[config.mk]
export PLATFORM = sky130hd
export DESIGN_NAME = rdybsy_aggregator
export DESIGN_NICKNAME = d
export VERILOG_FILES = /design/src/rtl/rdybsy_aggregator.sv
export SDC_FILE = /design/constraint.sdc
export NUM_CORES = 1
export LEC_CHECK = 0
export BUFFER_PORTS_ARGS = -buffer_cell sky130_fd_sc_hd__buf_2
export CORE_MARGIN = 1.5
export CORE_UTILIZATION = 57
export DETAILED_ROUTE_END_ITERATION = 8
export PLACE_DENSITY = 0.79
export REMOVE_ABC_BUFFERS = 1
export SYNTH_ARGS = -nofsm -noshare
export SYNTH_HDL_FRONTEND = slang
export SYNTH_SLANG_ARGS = --single-unit
export TNS_END_PERCENT = 5
[constraint.sdc]
create_clock -name clk -period 2.3 [get_ports clk]
set_input_delay 0.46 -clock clk [delete_from_list [all_inputs] [get_ports clk]]
set_output_delay 0.46 -clock clk [all_outputs]
set_load 0.005 [all_outputs]
[src/rtl/rdybsy_aggregator.sv]
module rdybsy_aggregator #(
  parameter int NUM_DEV = 20,
  parameter int ADDR_W  = 4
) (
  input  logic               clk,
  input  logic               rst_n,
  input  logic [NUM_DEV-1:0] dev_busy,
  input  logic               wr_en,
  input  logic [ADDR_W-1:0]  wr_addr,
  input  logic [7:0]         wr_data,
  input  logic [ADDR_W-1:0]  rd_addr,
  output logic [7:0]         rd_data,
  output logic               card_ready
);
  localparam int MAX_DEV = 20;
  localparam int NBYTE   = (MAX_DEV + 7) / 8;
  localparam int PAD     = NBYTE * 8;
  localparam int A_BUSY  = 0;
  localparam int A_MASK  = 4;
  localparam int A_CSTAT = 8;
  localparam int A_MODE  = 12;

  logic [NUM_DEV-1:0] busy_q, busy_d, mask_q, pend_q;
  logic               mode_q, rack_q;
  logic [NUM_DEV-1:0] done_v, cand, first;
  logic [PAD-1:0]     busy_pad, mask_pad;
  logic               std_ready, fire, mode_wr, leave_hp;

  assign done_v    = busy_d & ~busy_q & ~mask_q;
  assign cand      = (pend_q | done_v) & ~mask_q;
  assign first     = cand & (~cand + 1'b1);
  assign fire      = mode_q & ~rack_q & (|cand);
  assign std_ready = ~|(busy_q & ~mask_q);
  assign mode_wr   = wr_en && (wr_addr == ADDR_W'(A_MODE));
  assign leave_hp  = mode_wr && !wr_data[0];
  assign card_ready = mode_q ? rack_q : std_ready;

  genvar g;
  generate
    for (g = 0; g < PAD; g++) begin : g_pad
      if (g < NUM_DEV) begin : g_real
        assign busy_pad[g] = busy_q[g];
        assign mask_pad[g] = mask_q[g];
      end else begin : g_absent
        assign busy_pad[g] = 1'b0;
        assign mask_pad[g] = (g < MAX_DEV);
      end
    end
  endgenerate

  always_ff @(posedge clk or negedge rst_n) begin
    if (!rst_n) begin
      busy_q <= '0;
      busy_d <= '0;
    end else begin
      busy_q <= dev_busy;
      busy_d <= busy_q;
    end
  end

  always_ff @(posedge clk or negedge rst_n) begin
    if (!rst_n) begin
      mask_q <= '0;
    end else begin
      for (int i = 0; i < NUM_DEV; i++)
        if (wr_en && wr_addr == ADDR_W'(A_MASK + i / 8))
          mask_q[i] <= wr_data[i % 8];
    end
  end

  always_ff @(posedge clk or negedge rst_n) begin
    if (!rst_n) begin
      mode_q <= 1'b0;
      rack_q <= 1'b1;
      pend_q <= '0;
    end else begin
      if (mode_wr) begin
        mode_q <= wr_data[0];
        if (!wr_data[0])  rack_q <= 1'b1;
        else if (mode_q)  rack_q <= wr_data[1];
      end
      if (fire) rack_q <= 1'b1;

      if (!mode_q || leave_hp) pend_q <= '0;
      else if (fire)           pend_q <= cand & ~first;
      else                     pend_q <= cand;
    end
  end

  always_comb begin
    rd_data = 8'h00;
    for (int b = 0; b < NBYTE; b++) begin
      if (rd_addr == ADDR_W'(A_BUSY + b)) rd_data = busy_pad[b*8 +: 8];
      if (rd_addr == ADDR_W'(A_MASK + b)) rd_data = mask_pad[b*8 +: 8];
    end
    if (rd_addr == ADDR_W'(A_CSTAT)) rd_data = {7'b0, card_ready};
    if (rd_addr == ADDR_W'(A_MODE))  rd_data = {6'b0, rack_q, mode_q};
  end
endmodule


# Yosys cells after proc, flatten, opt, wreduce, memory -nomap -nowiden
# Cells that the tools add are included.
# totals
out_inout_bits	9
input_bits	39
register_bits	82
elab_cells	64
# op_classes
n_eq_ne	12
bitwise_logic	14
reduce_logical	14
muxes	15
n_addsub	1
# op_table
operator	count
20-bit AND	6
20-bit NOT	4
8-bit two-way mux	8
20-bit two-way mux	2
20-bit OR reduction	2
4-bit by 3-bit == test with 1-bit output, second input constant	6
20-bit by 1-bit adder with 20-bit output, second input constant	1
20-bit OR	1
4-bit == test, second input constant	3
1-bit logical AND	5
1-bit two-way mux	5
4-bit by 1-bit == test with 1-bit output, second input constant	1
4-bit by 2-bit == test with 1-bit output, second input constant	1
4-bit zero test	1
1-bit zero test	3
3-bit by 1-bit inequality test with 1-bit output, second input constant	1
1-bit AND	2
2-bit AND reduction	1
2-bit nonzero test	1
1-bit logical OR	1
1-bit NOT	1

# Logic depth before layout (Yosys ltp)
# Gate-level depths: netlist (run 1).
# logic_depth
word_depth	12
depth_mapped	6
ltp_nobuf	5

# Worst setup path after synthesis (run 1)
# Ideal clock, no wire load.
# synth_timing
kind	input to output
from	in rd_addr[2]
to	out rd_data[2]
n_path_buf	2
arrival_time_ps	1547
cell_stages	5
slack_ps	293
required_ps	1840
path_cell_list	buf_2 > buf_2 > mux4_2 > nand2_1 > o21ai_0
# synth_between
elab_chain_len	9
elab_cells_between_ends	16
cone_classes	eq/ne: 7; mux: 8; reduce/logical: 1
# synth_rtl
item	line	rtl
from (decl)	11	input logic [ADDR_W-1:0] rd_addr,
4-bit zero test	93	if (rd_addr == ADDR_W'(A_BUSY + b)) rd_data = busy_pad[b*8 +: 8];
8-bit two-way mux	93	
8-bit two-way mux	94	if (rd_addr == ADDR_W'(A_MASK + b)) rd_data = mask_pad[b*8 +: 8];
8-bit two-way mux	93	
8-bit two-way mux	94	
8-bit two-way mux	93	
8-bit two-way mux	94	
8-bit two-way mux	96	if (rd_addr == ADDR_W'(A_CSTAT)) rd_data = {7'b0, card_ready};
8-bit two-way mux *	97	if (rd_addr == ADDR_W'(A_MODE)) rd_data = {6'b0, rack_q, mode_q};
to (decl)	12	output logic [7:0] rd_data,
# Every way passes the cells marked *; elsewhere a longest branch is shown, timed or not.

# Final worst setup path (run 1)
# layout_timing
from	reg busy_q[15]
to	out rd_data[0]
# layout_between
elab_chain_len	6
# layout_rtl
item	line	rtl
from (decl)	23	logic [NUM_DEV-1:0] busy_q, busy_d, mask_q, pend_q;
from (signal assigned)	56	busy_q <= dev_busy;
20-bit AND	33	assign std_ready = ~|(busy_q & ~mask_q);
20-bit OR reduction	33	
1-bit zero test	33	
1-bit two-way mux	36	assign card_ready = mode_q ? rack_q : std_ready;
8-bit two-way mux	96	
8-bit two-way mux	97	
# No other way between the ends.

==> metrics, run 1 <==
most frequent cells in the layout 80 x dfrtp_1, 46 x buf_2, 20 x nor2b_1; clock buffer depth 2; CTS tree yes; GRT Total Usage 0.246; violated checks negative hold slack, negative setup slack; upper clock frequency limit 0.410 GHz; Post-synth EDFFs 0; GR Overflow Total 0; Ports 48; Port Buffers 47; total CTS buffers 9; initial DRC count 230; Top FF cell, synth dfrtp_1; clock slew seen by the registers of the worst setup and hold paths 0.08 ns; RSZ-0062 raised after global routing yes; # diodes 0; register area share after synthesis 0.565; sw frac 0.305; # clock sinks 82; H-tree Lvls 3; Netlist cell types 54; fin nets 402; Register Area 2050 um2; Tcrit/Tclk final 1.06; Placement Setup Slack 0.129 ns; worst-path fanout max 2; CP endpoint kind output port; Worst VDD drop 0.000479 V; vias in the first global route 2498; Async SR Flop Fraction 1.00; synthesized cell area 3630 um2; Synthesis Warnings 0; number of vias per cell 5.80; Routed Antenna Nets 0; core area 6030 um2; crit path launch type flip-flop; Post-DP HPWL 5890 um; Worst Skew 0.00883 ns; cts hold-fix bufs 0; die span in x 82.8 um; gpl congestion 0.877; minimum clock period 2.44 ns; Clock Power Share 0.284; hold violation total from the final report 23; initial core utilization 0.603; NetSw 1040 uW; Chip Height 82.8 um; Final Max Tran Viols 0; setup TNS -0.162 ns; Final Worst Setup Slack -0.137 ns; mean routed wirelength per cell 17.7 um; CTS root buffer clkbuf_8; Slew HR 0.642; Mapped Cells 296; DRC 0; vias post-DR 2570; Leakage 0.00192 uW; Comb pwr share 0.205; Power Total 3420 uW; Layout fillers 439; internal power 2380 uW; area grow syn2layout 17.1%; Crit Path Class reg -> out; final hold slack -0.0133 ns; largest net degree at the start of global routing 59; Slew @ Worst Pin 0.537 ns; worst hold path type in -> async; critical path arrival 1.98 ns; final core occ 0.705; share of layout cells above drive strength 1 0.342; outcome finished, violations left; Avg Cell Area, Syn 12.3 um2; Seq pwr share 0.511; PwrDens 804 nW/um2; multi-input logic area 1470 um2; Clock Latency Late Sink 0.37 ns; Rows 28; synthesis-stage register bit count 82; endpoints failing setup 2; first-pass GRT wire length 12800 um; DRT Wirelength 7830 um; Maximum Capacitance Violations 0; Pre-antenna DRT Iters 4; CP required 1.84 ns; initial antenna violation count 0; die area 6860 um2; most common library cell in the layout ignoring fill and taps dfrtp_1
## kinds of logic after synthesis
group                  Yosys count  synth area share
AO/OA/AOI/OAI                   61             0.124
buffers and inverters           27            0.0314
flip-flops                      82             0.565
multiplexers                    29             0.113
AND/OR/NAND/NOR                 97             0.166
## cell type report
cell class / count / area share
well taps: 75 / 0.0221
repair buffers: 63 / 0.0871
multi-input cells: 187 / 0.346
flip-flops and latches: 82 / 0.483
clock buffers: 10 / 0.0324
inverters: 20 / 0.0177
clock inverters: 6 / 0.0115
## repair_timing
item,CTS,global route
buffers inserted,1,0
pin swaps,2,0
endpoints found under the setup margin,2,2
gates resized for setup,2,2
cloned,0,0
## Yosys cell counts, drive strengths merged (2+ instances only)
library cell  instances  share of area
o21ai                10          0.015
o2111ai               3         0.0072
nor4                  4          0.011
mux2i                 4          0.011
o21bai               10          0.029
nand2                19          0.020
nor3                  9          0.012
a311oi                3         0.0072
or3                   2         0.0052
mux2                 17          0.053
nand2b               12          0.021
and2                  5         0.0090
mux4                  8          0.050
o22ai                 2         0.0034
inv                  20          0.021
nor2b                20          0.034
o21a                  4         0.0083
dfrtp                81           0.56
nand3b                3         0.0062
nor4b                 2         0.0090
or3b                  2         0.0048
a21oi                16          0.022
buf                   6         0.0096
nand4                 4          0.013
nor2                 10          0.010
nand3                 2         0.0028
a211oi                3         0.0062
## registers in the layout, summed over array words and instances, names as in the netlist
signal	cells
rack_q	1
busy_q	20
mode_q	1
mask_q	20
busy_d	20
pend_q	20
## stage by stage
step / cell area (um2) / std cells
after floorplan: 3590 / 289
after global placement: 4050 / 426
after detailed placement: 4050 / 426
after CTS: 4250 / 443
after global routing: 4250 / 443
final: 4250 / 443
## per-layer routing
| metal | GRT usage | vias up | wire length (um) |
|---|---|---|---|
| met4 | 0.0833 | 0 | 188 |
| li1 | - | 1193 | - |
| met5 | 0 | - | 0 |
| met1 | 0.340 | 1248 | 3280 |
| met3 | 0.0656 | 18 | 618 |
| met2 | 0.382 | 111 | 3740 |
## worst max-delay path: stages (launching register included)
cell      delay (ns)
dfrtp_1         0.38
nor2b_1         0.13
a2111o_1        0.39
nor4_2          0.17
a21boi_1        0.14
o211ai_1        0.25
buf_2           0.16
## power groups by stage
stage	Clock (uW)	Combinational [uW]	Sequential, uW
after floorplan	0	457	1720
after global placement	0	671	1760
after detailed placement	0	687	1770
after CTS	982	696	1740
after global routing	1050	766	1770
final	971	701	1750
## worst paths after layout
path | from | endpoint | slack (ns) | cells past startpoint
min in group clk | dev_busy[4] | busy_q[4] | 0.19 | 1
worst max-delay path | busy_q[15] | rd_data[0] | -0.14 | 6
max in group asynchronous | rst_n | mask_q[16] | 1.71 | 2
worst min-delay path | rst_n | busy_d[4] | -0.01 | 1
worst min register to register | busy_q[14] | busy_d[14] | 0.43 | 0
worst max register to register | busy_q[3] | pend_q[10] | 0.39 | 6
(Power assumes the default switching activity.)
==> inputs of run 2 (changes only) <==
--- a/config.mk
+++ b/config.mk
@@ -7,4 +7,5 @@
 export LEC_CHECK = 0
 export BUFFER_PORTS_ARGS = -buffer_cell sky130_fd_sc_hd__buf_2
+export CORE_ASPECT_RATIO = 0.5
 export CORE_MARGIN = 1.5
 export CORE_UTILIZATION = 57
==> constraint.sdc (replaced) <==
create_clock -name clk -period 2.3 [get_ports clk]
set_input_delay 0.69 -clock clk [delete_from_list [all_inputs] [get_ports clk]]
set_output_delay 0.69 -clock clk [all_outputs]
set_load 0.005 [all_outputs]
==> metrics, run 2 (synthesis results as in run 1) <==
outcome finished, violations left; violated checks negative setup slack; fin nets 434; crit path launch type flip-flop; cell count after placement 472; most frequent cells in the layout 81 x dfrtp_1, 44 x buf_2, 35 x buf_4; metal2 WL 4000 um; CP endpoint kind output port; CTS root buffer clkbuf_16; minimum clock period 2.64 ns; Maximum Capacitance Violations 0; first-pass GRT wire length 14200 um; die area 6890 um2; Leakage 0.00215 uW; worst-path fanout max 2; Slew HR 0.639; vias post-DR 2726; Tcrit/Tclk final 1.15; GR Overflow Total 0; CP required 1.61 ns; initial DRC count 203; Top Metal Used met4; Final Max Tran Viols 0; critical path arrival 1.95 ns; internal power 2840 uW; sw frac 0.279; Pre-antenna DRT Iters 4; Setup Buffers After CTS 0; upper clock frequency limit 0.379 GHz; R2R depth 6; GRT Total Usage 0.293; final instance count without filler cells 488; core area 6110 um2; Seq pwr share 0.436; Worst VDD drop 0.000667 V; Clock Power Share 0.331; gpl congestion 0.923; Comb pwr share 0.233; PwrDens 839 nW/um2; Slew @ Worst Pin 0.541 ns; CTS tree yes; Rows 20; cts hold-fix bufs 0; Chip Height 59.4 um; die span in x 116 um; Ports 48; # diodes 0; initial antenna violation count 0; Reg2Reg Setup Slack 0.42 ns; total CTS buffers 9; Routed Antenna Nets 0; clock buffer depth 2; Crit Path Class reg -> out; final core occ 0.769; DRT Wirelength 8930 um; number of vias per cell 5.59; area grow syn2layout 29.3%; hold violation total from the final report 0; H-tree Lvls 3; worst hold path type in -> async; vias in the first global route 2766; RSZ-0062 raised after global routing yes; most common library cell in the layout ignoring fill and taps dfrtp_1; Post-DP HPWL 6480 um; # clock sinks 82; Worst Skew 0.00741 ns; NetSw 1100 uW; initial core utilization 0.595; mean routed wirelength per cell 18.3 um; Metal-1 WL 4190 um; largest net degree at the start of global routing 40; clock slew seen by the registers of the worst setup and hold paths 0.06 ns; endpoints failing setup 4; DRC 0; Port Buffers 47; Final Worst Setup Slack -0.340 ns; DR WL met3 669 um; share of layout cells above drive strength 1 0.405; Clock Latency Late Sink 0.34 ns; Power Total 3940 uW
run 2: metal layers:
metal / global-route usage / vias to the layer above
li1: - / 1264
met5: 0 / -
met1: 0.415 / 1366
met3: 0.103 / 8
met2: 0.427 / 88
met4: 0.0976 / 0
run 2: final cells by class:
type,instances,area [um2]
Clock buffer,12,246
Clock inverter,4,27.5
Fill cell,394,1410
Inverter,20,75.1
Multi-Input combinational cell,187,1500
Sequential cell,82,2050
Tap cell,88,110
Timing Repair Buffer,95,681
run 2: worst max-delay path, stage by stage, from the launching register on:
cell	delay, ns
dfrtp_1	0.37
nor2b_1	0.15
a2111o_1	0.40
nor4_2	0.14
buf_4	0.16
a21boi_2	0.05
o211ai_1	0.19
buf_2	0.15
run 2: per-stage QoR:
| step | TNS [ns] | area [um2] | setup WS [ns] | hold WS [ns] |
|---|---|---|---|---|
| floorplan | 0 | 3590 | 0.105 | 0.374 |
| global placement | -1.76 | 4310 | -0.283 | 0.405 |
| detailed placement | -1.98 | 4310 | -0.324 | 0.412 |
| CTS | -0.768 | 4640 | -0.365 | 0.327 |
| global route | -1.09 | 4690 | -0.432 | 0.350 |
| finish | -0.722 | 4690 | -0.340 | 0.320 |
run 2: worst paths after layout:
kind                                  from         end
worst max-delay path            busy_q[15]  rd_data[0]
worst min-delay path                 rst_n  busy_q[19]
worst max register to register   busy_q[5]  pend_q[10]
worst min register to register  busy_q[11]  busy_d[11]
max in group asynchronous            rst_n  busy_q[11]
min in group clk                busy_q[11]  busy_d[11]
run 2: what timing repair did:
action / CTS / global route
endpoints found under the hold margin: 0 / 0
endpoints found under the setup margin: 9 / 9
pin swaps: 3 / 6
gates resized for setup: 18 / 16
run 2: power groups by stage:
stage	clock, uW	sequential (uW)	combinational (uW)
after floorplan	0	1720	457
after global placement	0	1720	821
after detailed placement	0	1730	849
after CTS	1320	1710	884
after global routing	1390	1740	990
final	1300	1720	918
